File: src/rtl/pgc_pkg.sv
package pgc_pkg;
  localparam int DEF_PWR_N  = 3;
  localparam int DEF_DET_N  = 2;
  localparam int DET_OFS    = 8;
  localparam int DEF_STAGES = 2;

  function automatic int rd_width(input int det_n);
    return DET_OFS + det_n;
  endfunction
endpackage

File: src/rtl/pgc_det_sync.sv
module pgc_det_sync #(
  parameter int W      = 2,
  parameter int STAGES = 2
) (
  input  logic         clk,
  input  logic         rst,
  input  logic [W-1:0] d,
  output logic [W-1:0] q
);
  logic [STAGES-1:0][W-1:0] stg;

  always_ff @(posedge clk) begin
    if (rst) stg <= '0;
    else     stg <= {stg[STAGES-2:0], d};
  end

  assign q = stg[STAGES-1];
endmodule

File: src/rtl/pgc_pwr_reg.sv
module pgc_pwr_reg #(
  parameter int N_PWR = 3,
  parameter int N_DET = 2
) (
  input  logic             clk,
  input  logic             rst,
  input  logic             slot_mode,
  input  logic             wr_hit,
  input  logic [N_PWR-1:0] wr_pwr,
  input  logic             wr_gate,
  input  logic [N_DET-1:0] det_s,
  output logic [N_PWR-1:0] pwr_q,
  output logic             gate_q
);
  logic [N_PWR-1:0] pwr_n;
  logic             gate_n;

  always_comb begin
    pwr_n  = wr_hit ? wr_pwr  : pwr_q;
    gate_n = wr_hit ? wr_gate : gate_q;
    if (gate_n && (|det_s)) pwr_n = '0;
    if (slot_mode) begin
      pwr_n  = '0;
      gate_n = 1'b0;
    end
  end

  always_ff @(posedge clk) begin
    if (rst) begin
      pwr_q  <= '0;
      gate_q <= 1'b0;
    end else begin
      pwr_q  <= pwr_n;
      gate_q <= gate_n;
    end
  end
endmodule

File: src/rtl/pgc_rd_port.sv
module pgc_rd_port
  import pgc_pkg::*;
#(
  parameter int N_PWR = 3,
  parameter int N_DET = 2,
  parameter int RD_W  = DET_OFS + N_DET
) (
  input  logic             clk,
  input  logic             rst,
  input  logic             rd_en,
  input  logic             rd_hit,
  input  logic [N_PWR-1:0] pwr_q,
  input  logic             gate_q,
  input  logic [N_DET-1:0] det_s,
  output logic [RD_W-1:0]  rdata
);
  logic [RD_W-1:0] img;

  always_comb begin
    img                    = '0;
    img[N_PWR-1:0]         = pwr_q;
    img[N_PWR]             = gate_q;
    img[DET_OFS +: N_DET]  = det_s;
  end

  always_ff @(posedge clk) begin
    if (rst)        rdata <= '0;
    else if (rd_en) rdata <= rd_hit ? img : '0;
  end
endmodule

File: src/rtl/pgc_top.sv
module pgc_top
  import pgc_pkg::*;
#(
  parameter int unsigned       ADDR_W      = 4,
  parameter logic [ADDR_W-1:0] CFG_ADDR    = '0,
  parameter int                N_PWR       = DEF_PWR_N,
  parameter int                N_DET       = DEF_DET_N,
  parameter int                SYNC_STAGES = DEF_STAGES
) (
  input  logic                     clk,
  input  logic                     rst,
  input  logic                     slot_mode,
  input  logic                     wr_en,
  input  logic                     rd_en,
  input  logic [ADDR_W-1:0]        addr,
  input  logic [N_PWR:0]           wdata,
  output logic [DET_OFS+N_DET-1:0] rdata,
  input  logic [N_DET-1:0]         det_pin,
  output logic [N_PWR-1:0]         pwr_out
);
  localparam int RD_W = rd_width(N_DET);

  logic [N_DET-1:0] det_s;
  logic             gate_q;
  logic             hit;

  assign hit = (addr == CFG_ADDR);

  pgc_det_sync #(.W(N_DET), .STAGES(SYNC_STAGES)) u_sync (
    .clk (clk),
    .rst (rst),
    .d   (det_pin),
    .q   (det_s)
  );

  pgc_pwr_reg #(.N_PWR(N_PWR), .N_DET(N_DET)) u_pwr (
    .clk       (clk),
    .rst       (rst),
    .slot_mode (slot_mode),
    .wr_hit    (wr_en && hit),
    .wr_pwr    (wdata[N_PWR-1:0]),
    .wr_gate   (wdata[N_PWR]),
    .det_s     (det_s),
    .pwr_q     (pwr_out),
    .gate_q    (gate_q)
  );

  pgc_rd_port #(.N_PWR(N_PWR), .N_DET(N_DET), .RD_W(RD_W)) u_rd (
    .clk    (clk),
    .rst    (rst),
    .rd_en  (rd_en),
    .rd_hit (hit),
    .pwr_q  (pwr_out),
    .gate_q (gate_q),
    .det_s  (det_s),
    .rdata  (rdata)
  );
endmodule

File: config.mk
export PLATFORM = sky130hd
export DESIGN_NAME = pgc_top
export DESIGN_NICKNAME = d
export VERILOG_FILES = /design/src/rtl/pgc_pkg.sv /design/src/rtl/pgc_det_sync.sv /design/src/rtl/pgc_pwr_reg.sv /design/src/rtl/pgc_rd_port.sv /design/src/rtl/pgc_top.sv
export SDC_FILE = /design/constraint.sdc
export NUM_CORES = 1
export LEC_CHECK = 0
export BUFFER_PORTS_ARGS = -buffer_cell sky130_fd_sc_hd__buf_2
export CORE_AREA = 2 2 39 41
export CTS_CLUSTER_DIAMETER = 100
export DETAILED_ROUTE_END_ITERATION = 8
export DIE_AREA = 0 0 41 43
export GPL_TIMING_DRIVEN = 0
export MAX_ROUTING_LAYER = met4
export PLACE_DENSITY = 0.74
export SYNTH_ARGS = -nofsm -noshare
export SYNTH_HDL_FRONTEND = slang
export SYNTH_SLANG_ARGS = --single-unit
File: constraint.sdc
create_clock -name clk -period 3.2 [get_ports clk]
set_clock_uncertainty 0.15 [all_clocks]
set_input_delay 0.16 -clock clk [delete_from_list [all_inputs] [get_ports clk]]
set_output_delay 0.16 -clock clk [all_outputs]
set_load 0.02 [all_outputs]
After elaboration in Yosys (flattened, before gate mapping):

Cells that the tools add are included.

* add/sub/neg operators: 0
* shift-type cells: 0
* order comparisons: 0
* reduce and logical (&&, ||, !) cells: 6
* div/mod/pow operators: 0
* bitwise gates (word level): 0
* mux-type cells: 2
* eq/ne operators: 0
* multiply operators: 0

Operator list (count)
* 10-bit 2-to-1 mux: 1
* 4-bit logical NOT: 1
* 2-bit OR reduction: 2
* 3-bit OR reduction: 1
* 1-bit logical AND: 2
* 1-bit 2-to-1 mux: 1

* bits in writable memories: 0
* flip-flop bits (word level): 18
* logic and storage cells: 13
* output and inout bits: 13
* memory bits (read-only): 0
* input port bits: 15
* memories: 0
* latch bits: 0

Logic depth before layout (Yosys ltp):

Gate-level depths: netlist of run 1.

* depth in word-level cells: 5
* gate-level depth with buffers: 4
* mapped depth without buffers: 4

Cells and area by module:

Synthesis of run 1 repeated with hierarchy kept, for this count alone.

* cell total of the unflattened synthesis: 55
* area, all modules: 575.6 µm²

Modules (own cells, without submodules)
* pgc_rd_port: instances 1, seq. area each 120.1 µm², area each 262.8 µm², cells an instance 30
* pgc_pwr_reg: instances 1, seq. area each 80.1 µm², area each 173.9 µm², cells an instance 13
* pgc_det_sync: instances 1, seq. area each 80.1 µm², area each 120.1 µm², cells an instance 10
* pgc_top: instances 1, seq. area each 0.0 µm², area each 18.8 µm², cells an instance 2

Worst setup path before layout of run 1:

OpenSTA, ideal clock, no wires.

* path kind: input port to flip-flop
* start point: input addr[3]
* end point: register u_pwr.pwr_q[0]
* path buffers: 0
* stages on the path: 4
* arrival: 1041 ps
* setup time: 92 ps
* path slack: 1917 ps
* required time: 2958 ps
* path through: nor4_4 -> nand2_1 -> mux2i_1 -> nor4_1

* longest elaborated chain between the ends: 5

Ends and longest elaborated chain
* from (decl): RTL line pgc_top.sv:15 `input logic [ADDR_W-1:0] addr,`
* 4-bit logical NOT (*): RTL line pgc_top.sv:27 `assign hit = (addr == CFG_ADDR);`
* 1-bit logical AND (*): RTL line pgc_top.sv:40 `.wr_hit (wr_en && hit),`
* 1-bit 2-to-1 mux: RTL line pgc_pwr_reg.sv:20 `gate_n = wr_hit ? wr_gate : gate_q;`
* 1-bit logical AND: RTL line pgc_pwr_reg.sv:21 `if (gate_n && (|det_s)) pwr_n = '0;`
* 3-bit OR reduction (no line)
* to (signal assigned): RTL line pgc_pwr_reg.sv:33 `pwr_q <= pwr_n;`
* to (decl): RTL line pgc_pwr_reg.sv:12 `output logic [N_PWR-1:0] pwr_q,`

Every way passes the cells marked *; elsewhere a longest branch is shown, timed or not.
A chain may end at the register's enable or synchronous reset.

Final worst setup path of run 1:

* start point: input rst
* end point: register u_pwr.pwr_q[1]

* longest elaborated chain between the ends: 1

Ends and longest elaborated chain
* from (decl): RTL line pgc_top.sv:11 `input logic rst,`
* 3-bit OR reduction (no line)

No other way between the ends.

==> reports/results.md, run 1 <==
| Quantity | Reported | Unit |
|:---|:---|:---|
| RSZ-0062 raised after global routing | no | - |
| Worst Hold Class | primary input to register | - |
| Total negative slack | 0 | ps |
| Routed length per instance | 10.26 | um |
| Number of buffers created by CTS | 3 | - |
| Post-synth top cells | dfxtp_1, nand3_1, a21oi_1, nand2b_1 | - |
| Leak | 0.0003561 | uW |
| Area of the placeable core | 0.001384 | sq mm |
| Crit path launch type | primary input | - |
| Synthesized area per cell | 9.876 | sq um |
| Floorplan die height | 43 | um |
| Clock slew at reported path FFs | 80 | ps |
| Total Nets Final | 106 | - |
| Source of the worst register-to-register timing path | u_pwr.gate_q$_SDFF_PP0_ | - |
| TritonCTS Sinks | 14 | - |
| Leading cell types by total area after synthesis | dfxtp_1, nand2b_1, nand3_1, a21oi_1, mux2i_1 | - |
| Tmin final | 1312 | ps |
| Global-route track usage on met3 | 0.04712 | - |
| Setup fix buffers added after clock tree synthesis | 0 | - |
| Wire length of the first global-routing pass | 1.725 | mm |
| Clock buffer depth | 2 | - |
| Cell Rows | 14 | - |
| Crit share post-route | 0.4101 | - |
| Reg power frac | 0.532 | - |
| Fraction of layout cells with a size suffix above 1 | 0.3667 | - |
| Antenna Diode Count | 0 | - |
| Placed Instances | 98 | - |
| Top-area cell type share of the netlist area | 0.5068 | - |
| CTS tree | done | - |
| Routing usage on met1 | 0.1733 | - |
| Share of synthesized registers carrying an async set or reset | 0 | - |
| Number of levels the H-tree was split into | 1 | - |
| Number of global-route vias before repair | 429 | - |
| Max-capacitance violation count | 0 | - |
| Comb pwr share | 0.100 | - |
| Critical hold path startpoint | rd_en | - |
| Peak VDD IR | 0.2637 | mV |
| Ratio of total power to cell area | 430.4 | mW/mm^2 |
| Register-to-register setup slack | 2110 | ps |
| Worst skew pair latency | 270 | ps |
| Count of TritonRoute iterations in the first routing pass | 2 | - |
| Port bufs | 23 | - |
| Antenna viol nets, final | 0 | - |
| Switching power of the nets | 70.92 | uW |
| Area enclosed by the die boundary | 0.001763 | sq mm |
| Total GRT Usage | 0.1519 | - |
| P&R area growth vs syn | 40.27 | % |
| Outcome | complete, no violations | - |
| Met2 usage | 0.2281 | - |
| Synthesized netlist cell count | 56 | - |
| Initial DRC Count | 7 | - |
| Switching part of the total power | 0.2124 | - |
| GRT Residual Overflow | 0 | - |
| Critical path data arrival time | 1350 | ps |
| Final Wtd Congestion | 0.7577 | - |
| Crit end category | register | - |
| Half-perimeter wire length after detailed placement | 797.9 | um |
| Initial cell density of the core | 0.3996 | - |
| EDFF count, synth | 0 | - |
| Routed via count | 471 | - |
| Post-Route WL | 1.088 | mm |
| CTS root buffer | clkbuf_4 | - |
| Number of synthesized register bits | 14 | - |
| FMAX | 0.7619 | GHz |
| Depth of the worst hold-timing path | 3 | - |
| Internal power consumption | 262.9 | uW |
| Type of the worst setup path | primary input to register | - |
| Cell with the most instances after synthesis | dfxtp_1 | - |
| Depth of the worst register-to-register path | 3 | - |
| Non-Filler Instances | 106 | - |
| Final Hold Violating Endpoints | 0 | - |
| Cell area after synthesis | 553.0 | sq um |
| Ys Warns | 0 | - |
| Number of unique standard cell types used by synthesis | 16 | - |
| Hold worst-path end | u_rd.rdata[2]$_SDFFE_PP0P_ | - |
| Cell taking the most area after synthesis | dfxtp_1 | - |
| Number of antenna violations at the first check in global routing | 0 | - |
| I/O pin count | 28 | - |
| Pin count of the biggest net entering global routing | 11 | - |
| Final setup violation count | 0 | - |
| Register area share after synthesis | 0.5068 | - |
| DRC violations left | 0 | - |
| FF-to-FF End | u_pwr.pwr_q[1]$_SDFFE_PP0P_ | - |
| Part of the total power dissipated in the clock network | 0.368 | - |
| Top flip-flop cell by instance count after synthesis | dfxtp_1 | - |
| Die X-Extent | 41 | um |
| Via density per instance | 4.443 | - |
| Layer with the highest usage | met2 | - |
| Final-report max-slew violation count | 0 | - |
| Required @ worst endpoint | 3230 | ps |
| Maximum net fanout on the critical path | 10 | - |
-- cell usage in the layout (no fill, tap or decap), types with 2 or more instances in the layout --
cell type       n
clkbuf_4        3
a21oi_1         6
buf_2          23
buf_4           4
nand3_1         7
mux2i_1         3
dfxtp_1        14
dlygate4sd3_1   4
clkbuf_1        2
nor4_1          3
nor2b_1         4
conb_1          4
nand2b_1        6
-- metrics by stage --
step           area, sq um  total power (uW)  utilization  setup slack, ps  hold WS, ps
2_1_floorplan        564.3             198.3            -             1917        81.61
3_3_place_gp         699.4             210.6       0.5054             1686        218.8
3_5_place_dp         699.4             211.3       0.5054             1664        225.7
4_1_cts              775.7             338.0       0.5606             1900        11.56
5_1_grt              775.7             349.2       0.5606             1801        24.34
6_report             775.7             333.9       0.5606             1888        23.87
-- final cells by class --
type | count | area [sq um]
fillers | 139 | 608.1
flip-flops and latches | 14 | 280.3
multi-input cells | 39 | 246.5
repair buffers | 27 | 155.1
plain buffers | 6 | 37.54
clock buffers | 4 | 36.28
well taps | 16 | 20.02
-- power groups by stage --
stage,sequential (uW),clock [uW],combinational (uW)
final,178,123,33.4
after global routing,178,135,36.3
after CTS,178,127,33.2
after detailed placement,182,0,29.5
after global placement,182,0,29.0
after floorplan,182,0,16.5
-- sequential cells by signal (all words and copies together) (netlist names) --
signal / cells
u_pwr.gate_q: 1
u_pwr.pwr_q: 3
u_rd.rdata: 6
u_sync.q: 2
u_sync.stg: 2
-- worst max path at each step --
stage | end | cells after the start | from
final | u_pwr.pwr_q[1]$_SDFFE_PP0P_ | 4 | rst
after global placement | u_pwr.pwr_q[0]$_SDFFE_PP0P_ | 5 | addr[3]
after CTS | u_pwr.pwr_q[1]$_SDFFE_PP0P_ | 4 | rst
after detailed placement | u_pwr.pwr_q[1]$_SDFFE_PP0P_ | 5 | addr[3]
after global routing | u_pwr.pwr_q[1]$_SDFFE_PP0P_ | 4 | rst
after floorplan | u_pwr.pwr_q[0]$_SDFFE_PP0P_ | 4 | addr[3]
-- critical path, cell delays in order --
cell and delay [ps]:
dlygate4sd3_1 540, buf_2 150, clkbuf_1 220, nor4_1 290
-- metal layers --
layer  wire length, um  part of all wire  vias up
li1                  -                 -      254
met1               450              0.41      209
met2               596              0.55        8
met3                40             0.037        0
met4                 0                 0        0
met5                 0                 0        -
-- cells by family after synthesis --
logic type	after synthesis	synth area share
AND/OR/NAND/NOR	23	0.2624
flip-flops	14	0.5068
AO/OA/AOI/OAI	9	0.1018
buffers and inverters	6	0.06788
multiplexers	3	0.05430
other	1	0.006781
-- repair_timing --
| item | in CTS | in global routing |
|---|---|---|
| gates resized for setup | 0 | 0 |
| hold buffers | 4 | 0 |
| hold endpoints to repair | 8 | 0 |
No activity file was read; power rests on OpenSTA's default activity.
==> run 2: changes to the inputs <==
Settings changed: ABC_AREA set to 1, CORE_AREA 2 2 39 41 to not set, CORE_MARGIN set to 2, CORE_UTILIZATION set to 43, DIE_AREA 0 0 41 43 to not set, PLACE_DENSITY 0.74 to 0.75.
Clock period 3.2 ns to 1.3 ns, I/O delays scaled along.
==> run 2 against run 1 <==
Against the previous run: design area rose by 17%; flip-flop and latch count did not move; first-iteration DRC count rose by 71%; combinational power rose to 4.4 times the previous value.
==> reports/results.md, run 2 <==
| Quantity | Reported | Unit |
|:---|:---|:---|
| Biggest register | u_rd.rdata | - |
| Max-capacitance violation count | 0 | - |
| Total Nets Final | 132 | - |
| Count of TritonRoute iterations in the first routing pass | 4 | - |
| Fraction of layout cells with a size suffix above 1 | 0.3103 | - |
| Clock buffer depth | 2 | - |
| Clock slew at reported path FFs | 90 | ps |
| Total negative slack | 0 | ps |
| Initial cell density of the core | 0.4635 | - |
| Routed via count | 583 | - |
| Setup fix buffers added after clock tree synthesis | 0 | - |
| Reg power frac | 0.494 | - |
| Final-report max-slew violation count | 0 | - |
| Final Hold Violating Endpoints | 0 | - |
| Maximum net fanout on the critical path | 6 | - |
| Biggest regs | u_rd.rdata (6), u_pwr.pwr_q (3) | - |
| Peak VDD IR | 0.7405 | mV |
| Cell taking the most area after synthesis | dfxtp_1 | - |
| DRC violations left | 0 | - |
| Half-perimeter wire length after detailed placement | 838.5 | um |
| Top-area cell type share of the netlist area | 0.4647 | - |
| Critical path data arrival time | 1250 | ps |
| Floorplan die height | 41.45 | um |
| Number of synthesized register bits | 14 | - |
| Post-Route WL | 1.352 | mm |
| Internal power consumption | 686.0 | uW |
| Part of the total power dissipated in the clock network | 0.344 | - |
| TritonCTS Sinks | 14 | - |
| Type of the worst setup path | primary input to register | - |
| Commonest non-fill, non-tap cell in the layout | buf_2 | - |
| Post-synth top cells | dfxtp_1, inv_1, nor2_1, nand3_1 | - |
| Number of global-route vias before repair | 618 | - |
| Leading cell types by total area after synthesis | dfxtp_1, inv_1, nor2_8, nand3_1, a21oi_1 | - |
| FMAX | 0.8440 | GHz |
| Share of synthesized registers carrying an async set or reset | 0 | - |
| Crit share post-route | 0.9114 | - |
| Crit path launch type | primary input | - |
| Pin count of the biggest net entering global routing | 11 | - |
| Comb pwr share | 0.162 | - |
| Ratio of total power to cell area | 1008 | mW/mm^2 |
| Leak | 0.0004556 | uW |
| Antenna Diode Count | 0 | - |
| Wire length of the first global-routing pass | 2.346 | mm |
| Worst skew pair latency | 280 | ps |
| Initial DRC Count | 12 | - |
| GRT Residual Overflow | 0 | - |
| Total GRT Usage | 0.1853 | - |
| Cell Rows | 13 | - |
| Post-route total power | 911.8 | uW |
| Worst Hold Class | primary input to register | - |
| Switching power of the nets | 225.9 | uW |
| P&R area growth vs syn | 50.00 | % |
| Number of antenna violations at the first check in global routing | 0 | - |
| Register area share after synthesis | 0.4647 | - |
| Crit end category | register | - |
| Required @ worst endpoint | 1360 | ps |
| Antenna viol nets, final | 0 | - |
| Final Wtd Congestion | 0.7785 | - |
| Max FFs per register | 6 | - |
| Area of the placeable core | 0.001301 | sq mm |
| Outcome | complete, no violations | - |
| CTS root buffer | clkbuf_4 | - |
| Ys Warns | 0 | - |
| Number of buffers created by CTS | 3 | - |
| Routed length per instance | 10.32 | um |
| Port bufs | 23 | - |
| Die X-Extent | 41.45 | um |
| Synthesized area per cell | 8.150 | sq um |
| CTS tree | done | - |
| I/O pin count | 28 | - |
| Final setup violation count | 0 | - |
| Cell area after synthesis | 603.1 | sq um |
| Via density per instance | 4.450 | - |
| Switching part of the total power | 0.2477 | - |
| Highest-count cells in the layout ignoring fill and taps | buf_2, dfxtp_1, inv_1 | - |
| Synthesized netlist cell count | 74 | - |
| Tmin final | 1185 | ps |
| Top flip-flop cell by instance count after synthesis | dfxtp_1 | - |
| RSZ-0062 raised after global routing | no | - |
| Number of levels the H-tree was split into | 1 | - |
| EDFF count, synth | 0 | - |
| Cell with the most instances after synthesis | dfxtp_1 | - |
| Number of unique standard cell types used by synthesis | 16 | - |
| Area enclosed by the die boundary | 0.001718 | sq mm |
## run 2: cell count changes in the layout (fill, tap and decap cells not counted), moves of 4 or more
| cell | change |
|---|---|
| dlygate4sd3_1 | +8 |
| inv_1 | +13 |
| nor2b_1 | -4 |
| nand2b_1 | -6 |
| o21ai_0 | +6 |
| nor2_1 | +7 |
| nand2_1 | +4 |
## run 2: kinds of logic (layout without fill, tap and decap cells)
logic type / count (synthesis) / in the layout / synth area share
simple gates: 26 / 26 / 0.2656
other cells: 1 / 4 / 0.006218
compound gates: 15 / 15 / 0.1245
buf+inv: 18 / 57 / 0.1390
flops: 14 / 14 / 0.4647
## run 2: layer usage
| metal | GRT usage | up-vias | part of all wire |
|---|---|---|---|
| met5 | - | - | 0 |
| met4 | 0.1419 | 0 | 0.018 |
| met3 | 0.06522 | 4 | 0.072 |
| met2 | 0.3188 | 20 | 0.52 |
| met1 | 0.1626 | 245 | 0.39 |
| li1 | - | 314 | - |
## run 2: final timing paths
kind,slack (ps),end,depth (start not counted),startpoint
max reg2reg,180,u_pwr.pwr_q[2]$_SDFFE_PP0P_,4,u_sync.q[0]$_SDFF_PP0_
max,120,u_rd.rdata[0]$_SDFFE_PP0P_,5,addr[2]
min,40,u_pwr.pwr_q[0]$_SDFFE_PP0P_,5,wr_en
min reg2reg,260,u_sync.q[0]$_SDFF_PP0_,2,u_sync.stg[0]$_SDFF_PP0_
## run 2: stage by stage
stage / utilization / hold WS [ps] / area (sq um) / setup slack, ps / instances
final: 0.6952 / 35.41 / 904.6 / 115.2 / 131
after global routing: 0.6952 / 51.88 / 904.6 / 41.16 / 131
after CTS: 0.7029 / 29.16 / 914.6 / 19.70 / 132
after detailed placement: 0.5750 / 124.0 / 748.2 / 232.8 / 115
after global placement: 0.5750 / 117.1 / 748.2 / 243.2 / 115
after floorplan: - / -13.82 / 614.3 / 312.1 / 77
## run 2: power by group through the flow
stage / logic [uW] / registers (uW) / clock network, uW
final: 148 / 450 / 314
after global routing: 164 / 452 / 337
after CTS: 149 / 450 / 322
after detailed placement: 118 / 460 / 0
after global placement: 117 / 460 / 0
after floorplan: 59.6 / 471 / 0
## run 2: critical path: stages
cell	delay, ps
buf_2	130
nor2_8	130
dlygate4sd3_1	680
nand3_1	100
a21oi_1	140
## run 2: cell type report
class / instances / area [sq um]
Tap cell: 15 / 18.77
Clock buffer: 4 / 36.28
Multi-Input combinational cell: 45 / 250.2
Buffer: 5 / 35.03
Inverter: 13 / 48.80
Sequential cell: 14 / 280.3
Fill cell: 114 / 396.6
Timing Repair Buffer: 35 / 235.2
## run 2: repair_timing
| item | in CTS | in global routing |
|---|---|---|
| setup endpoints to repair | 0 | 2 |
| hold buffers | 13 | 1 |
| hold endpoints to repair | 14 | 2 |
| resized for setup | 0 | 0 |
==> run 3: changes to the inputs <==
Settings changed: HOLD_SLACK_MARGIN set to 0.1, SKIP_LAST_GASP set to 1.
==> run 3 against run 2 <==
Against the previous run: design area up 1.2%; combinational power is essentially flat; fmax rose by 0.13%; hold slack gained 29 ps; flip-flop and latch count unchanged; die area unchanged; via count is 4.1% higher; global-route usage shrank 0.093 points; clock power grew 2%; largest cell class unchanged; largest power group unchanged.
==> reports/results.md, run 3 (same netlist as run 2, synthesis figures left out) <==
| Quantity | Reported | Unit |
|:---|:---|:---|
| Outcome | complete, no violations | - |
| CTS root buffer | clkbuf_4 | - |
| Routed length per instance | 10.67 | um |
| I/O pin count | 28 | - |
| Biggest regs | u_rd.rdata (6), u_pwr.pwr_q (3) | - |
| Fraction of layout cells with a size suffix above 1 | 0.3162 | - |
| Count of TritonRoute iterations in the first routing pass | 5 | - |
| Type of the worst setup path | primary input to register | - |
| Area of all placed cells without fillers | 915.9 | sq um |
| Half-perimeter wire length after detailed placement | 838.5 | um |
| Tmin final | 1183 | ps |
| FF-to-FF End | u_pwr.pwr_q[2]$_SDFFE_PP0P_ | - |
| CTS tree | done | - |
| Die X-Extent | 41.45 | um |
| Final Hold Violating Endpoints | 0 | - |
| Critical path data arrival time | 1220 | ps |
| Crit end category | register | - |
| Clock buffer depth | 2 | - |
| Clock slew at reported path FFs | 80 | ps |
| Utilization of the core after routing | 0.7038 | - |
| Ratio of total power to cell area | 1005 | mW/mm^2 |
| Number of global-route vias before repair | 586 | - |
| Internal power consumption | 688.3 | uW |
| Leak | 0.0004603 | uW |
| DP Area | 748.2 | sq um |
| DRC violations left | 0 | - |
| Total GRT Usage | 0.1844 | - |
| Wire length of the first global-routing pass | 2.311 | mm |
| Final Wtd Congestion | 0.7785 | - |
| RSZ-0062 raised after global routing | no | - |
| Post-Route WL | 1.408 | mm |
| P&R area growth vs syn | 51.87 | % |
| Switching part of the total power | 0.2523 | - |
| Depth of the worst hold-timing path | 6 | - |
| Routed via count | 607 | - |
| Number of fillers in the final layout | 112 | - |
| Source of the worst register-to-register timing path | u_sync.q[0]$_SDFF_PP0_ | - |
| Maximum net fanout on the critical path | 7 | - |
| Via density per instance | 4.598 | - |
| Peak VDD IR | 0.7104 | mV |
| Number of levels the H-tree was split into | 1 | - |
| Cell Rows | 13 | - |
| Final-report max-slew violation count | 0 | - |
| Floorplan die height | 41.45 | um |
| Reg power frac | 0.489 | - |
| Register-to-register setup slack | 190 | ps |
| Total Nets Final | 133 | - |
| Hold worst-path end | u_pwr.pwr_q[0]$_SDFFE_PP0P_ | - |
| Worst Hold Class | primary input to register | - |
| Max-capacitance violation count | 0 | - |
| Total negative slack | 0 | ps |
| Initial DRC Count | 10 | - |
| Antenna viol nets, final | 0 | - |
| Max FFs per register | 6 | - |
| Initial cell density of the core | 0.4635 | - |
| DP Worst Slack | 232.8 | ps |
| Commonest non-fill, non-tap cell in the layout | buf_2 | - |
| Pin count of the biggest net entering global routing | 11 | - |
| TritonCTS Sinks | 14 | - |
| Biggest register | u_rd.rdata | - |
| Critical hold path startpoint | addr[1] | - |
| FMAX | 0.8451 | GHz |
| Depth of the worst register-to-register path | 4 | - |
| Post-layout worst setup margin | 116.7 | ps |
| Comb pwr share | 0.164 | - |
| Required @ worst endpoint | 1340 | ps |
| Part of the total power dissipated in the clock network | 0.348 | - |
| Post-route total power | 920.6 | uW |
| Highest-count cells in the layout ignoring fill and taps | buf_2, inv_1, dlygate4sd3_1, dfxtp_1, nor2_1 | - |
| Crit path launch type | primary input | - |
| Switching power of the nets | 232.3 | uW |
| Antenna Diode Count | 0 | - |
| Final setup violation count | 0 | - |
| Number of antenna violations at the first check in global routing | 0 | - |
| Worst skew pair latency | 290 | ps |
| Area of the placeable core | 0.001301 | sq mm |
| Crit share post-route | 0.9102 | - |
| Area enclosed by the die boundary | 0.001718 | sq mm |
| Number of buffers created by CTS | 3 | - |
| Port bufs | 23 | - |
| GRT Residual Overflow | 0 | - |
## run 3: worst max path at each step
stage	start	slack, ps	depth (start not counted)	end
floorplan	u_sync.q[0]$_SDFF_PP0_	310	4	u_pwr.pwr_q[0]$_SDFFE_PP0P_
global placement	addr[3]	240	7	u_pwr.pwr_q[1]$_SDFFE_PP0P_
detailed placement	addr[3]	230	7	u_pwr.pwr_q[2]$_SDFFE_PP0P_
CTS	u_pwr.gate_q$_SDFF_PP0_	20	3	u_rd.rdata[3]$_SDFFE_PP0P_
global route	addr[2]	40	5	u_rd.rdata[3]$_SDFFE_PP0P_
finish	wr_en	120	7	u_pwr.pwr_q[2]$_SDFFE_PP0P_
## run 3: final cells by class
type	count	area, sq um	share of cell area
inverter	13	48.80	0.05328
clock buffer	4	36.28	0.03962
buffer	5	35.03	0.03825
timing repair buffer	36	245.2	0.2678
multi-input combinational	45	250.2	0.2732
sequential	14	281.5	0.3074
tap	15	18.77	0.02049
## run 3: routing by layer
metal  GRT usage  vias to the layer above  share of wire
met2      0.3188                       25           0.51
met4      0.1290                        0          0.036
li1            -                      315              -
met5           -                        -              0
met3     0.06087                        7          0.077
met1      0.1680                      260           0.38
## run 3: power by group through the flow
stage | registers [uW] | clock network, uW | logic, uW
floorplan | 471 | 0 | 59.6
global placement | 460 | 0 | 117
detailed placement | 460 | 0 | 118
CTS | 450 | 322 | 147
global route | 452 | 335 | 165
finish | 450 | 320 | 151
## run 3: worst max-delay path, cell delays in order
cell,delay (ps)
dlygate4sd3_1,540
buf_2,140
nand3_4,110
nand2_1,100
nand3_1,90
nand2_1,120
nor2_1,50
## run 3: repair_timing
item	in CTS	in global routing
resized for setup	0	1
hold endpoints to repair	14	8
hold buffers	13	3
setup buffers	0	0
setup endpoints to repair	0	3
## run 3: through the flow
stage               std cells  hold WS (ps)
detailed placement        115         124.0
global route              132         94.58
global placement          115         117.1
finish                    132         64.59
CTS                       132        -30.95
floorplan                  77        -13.82
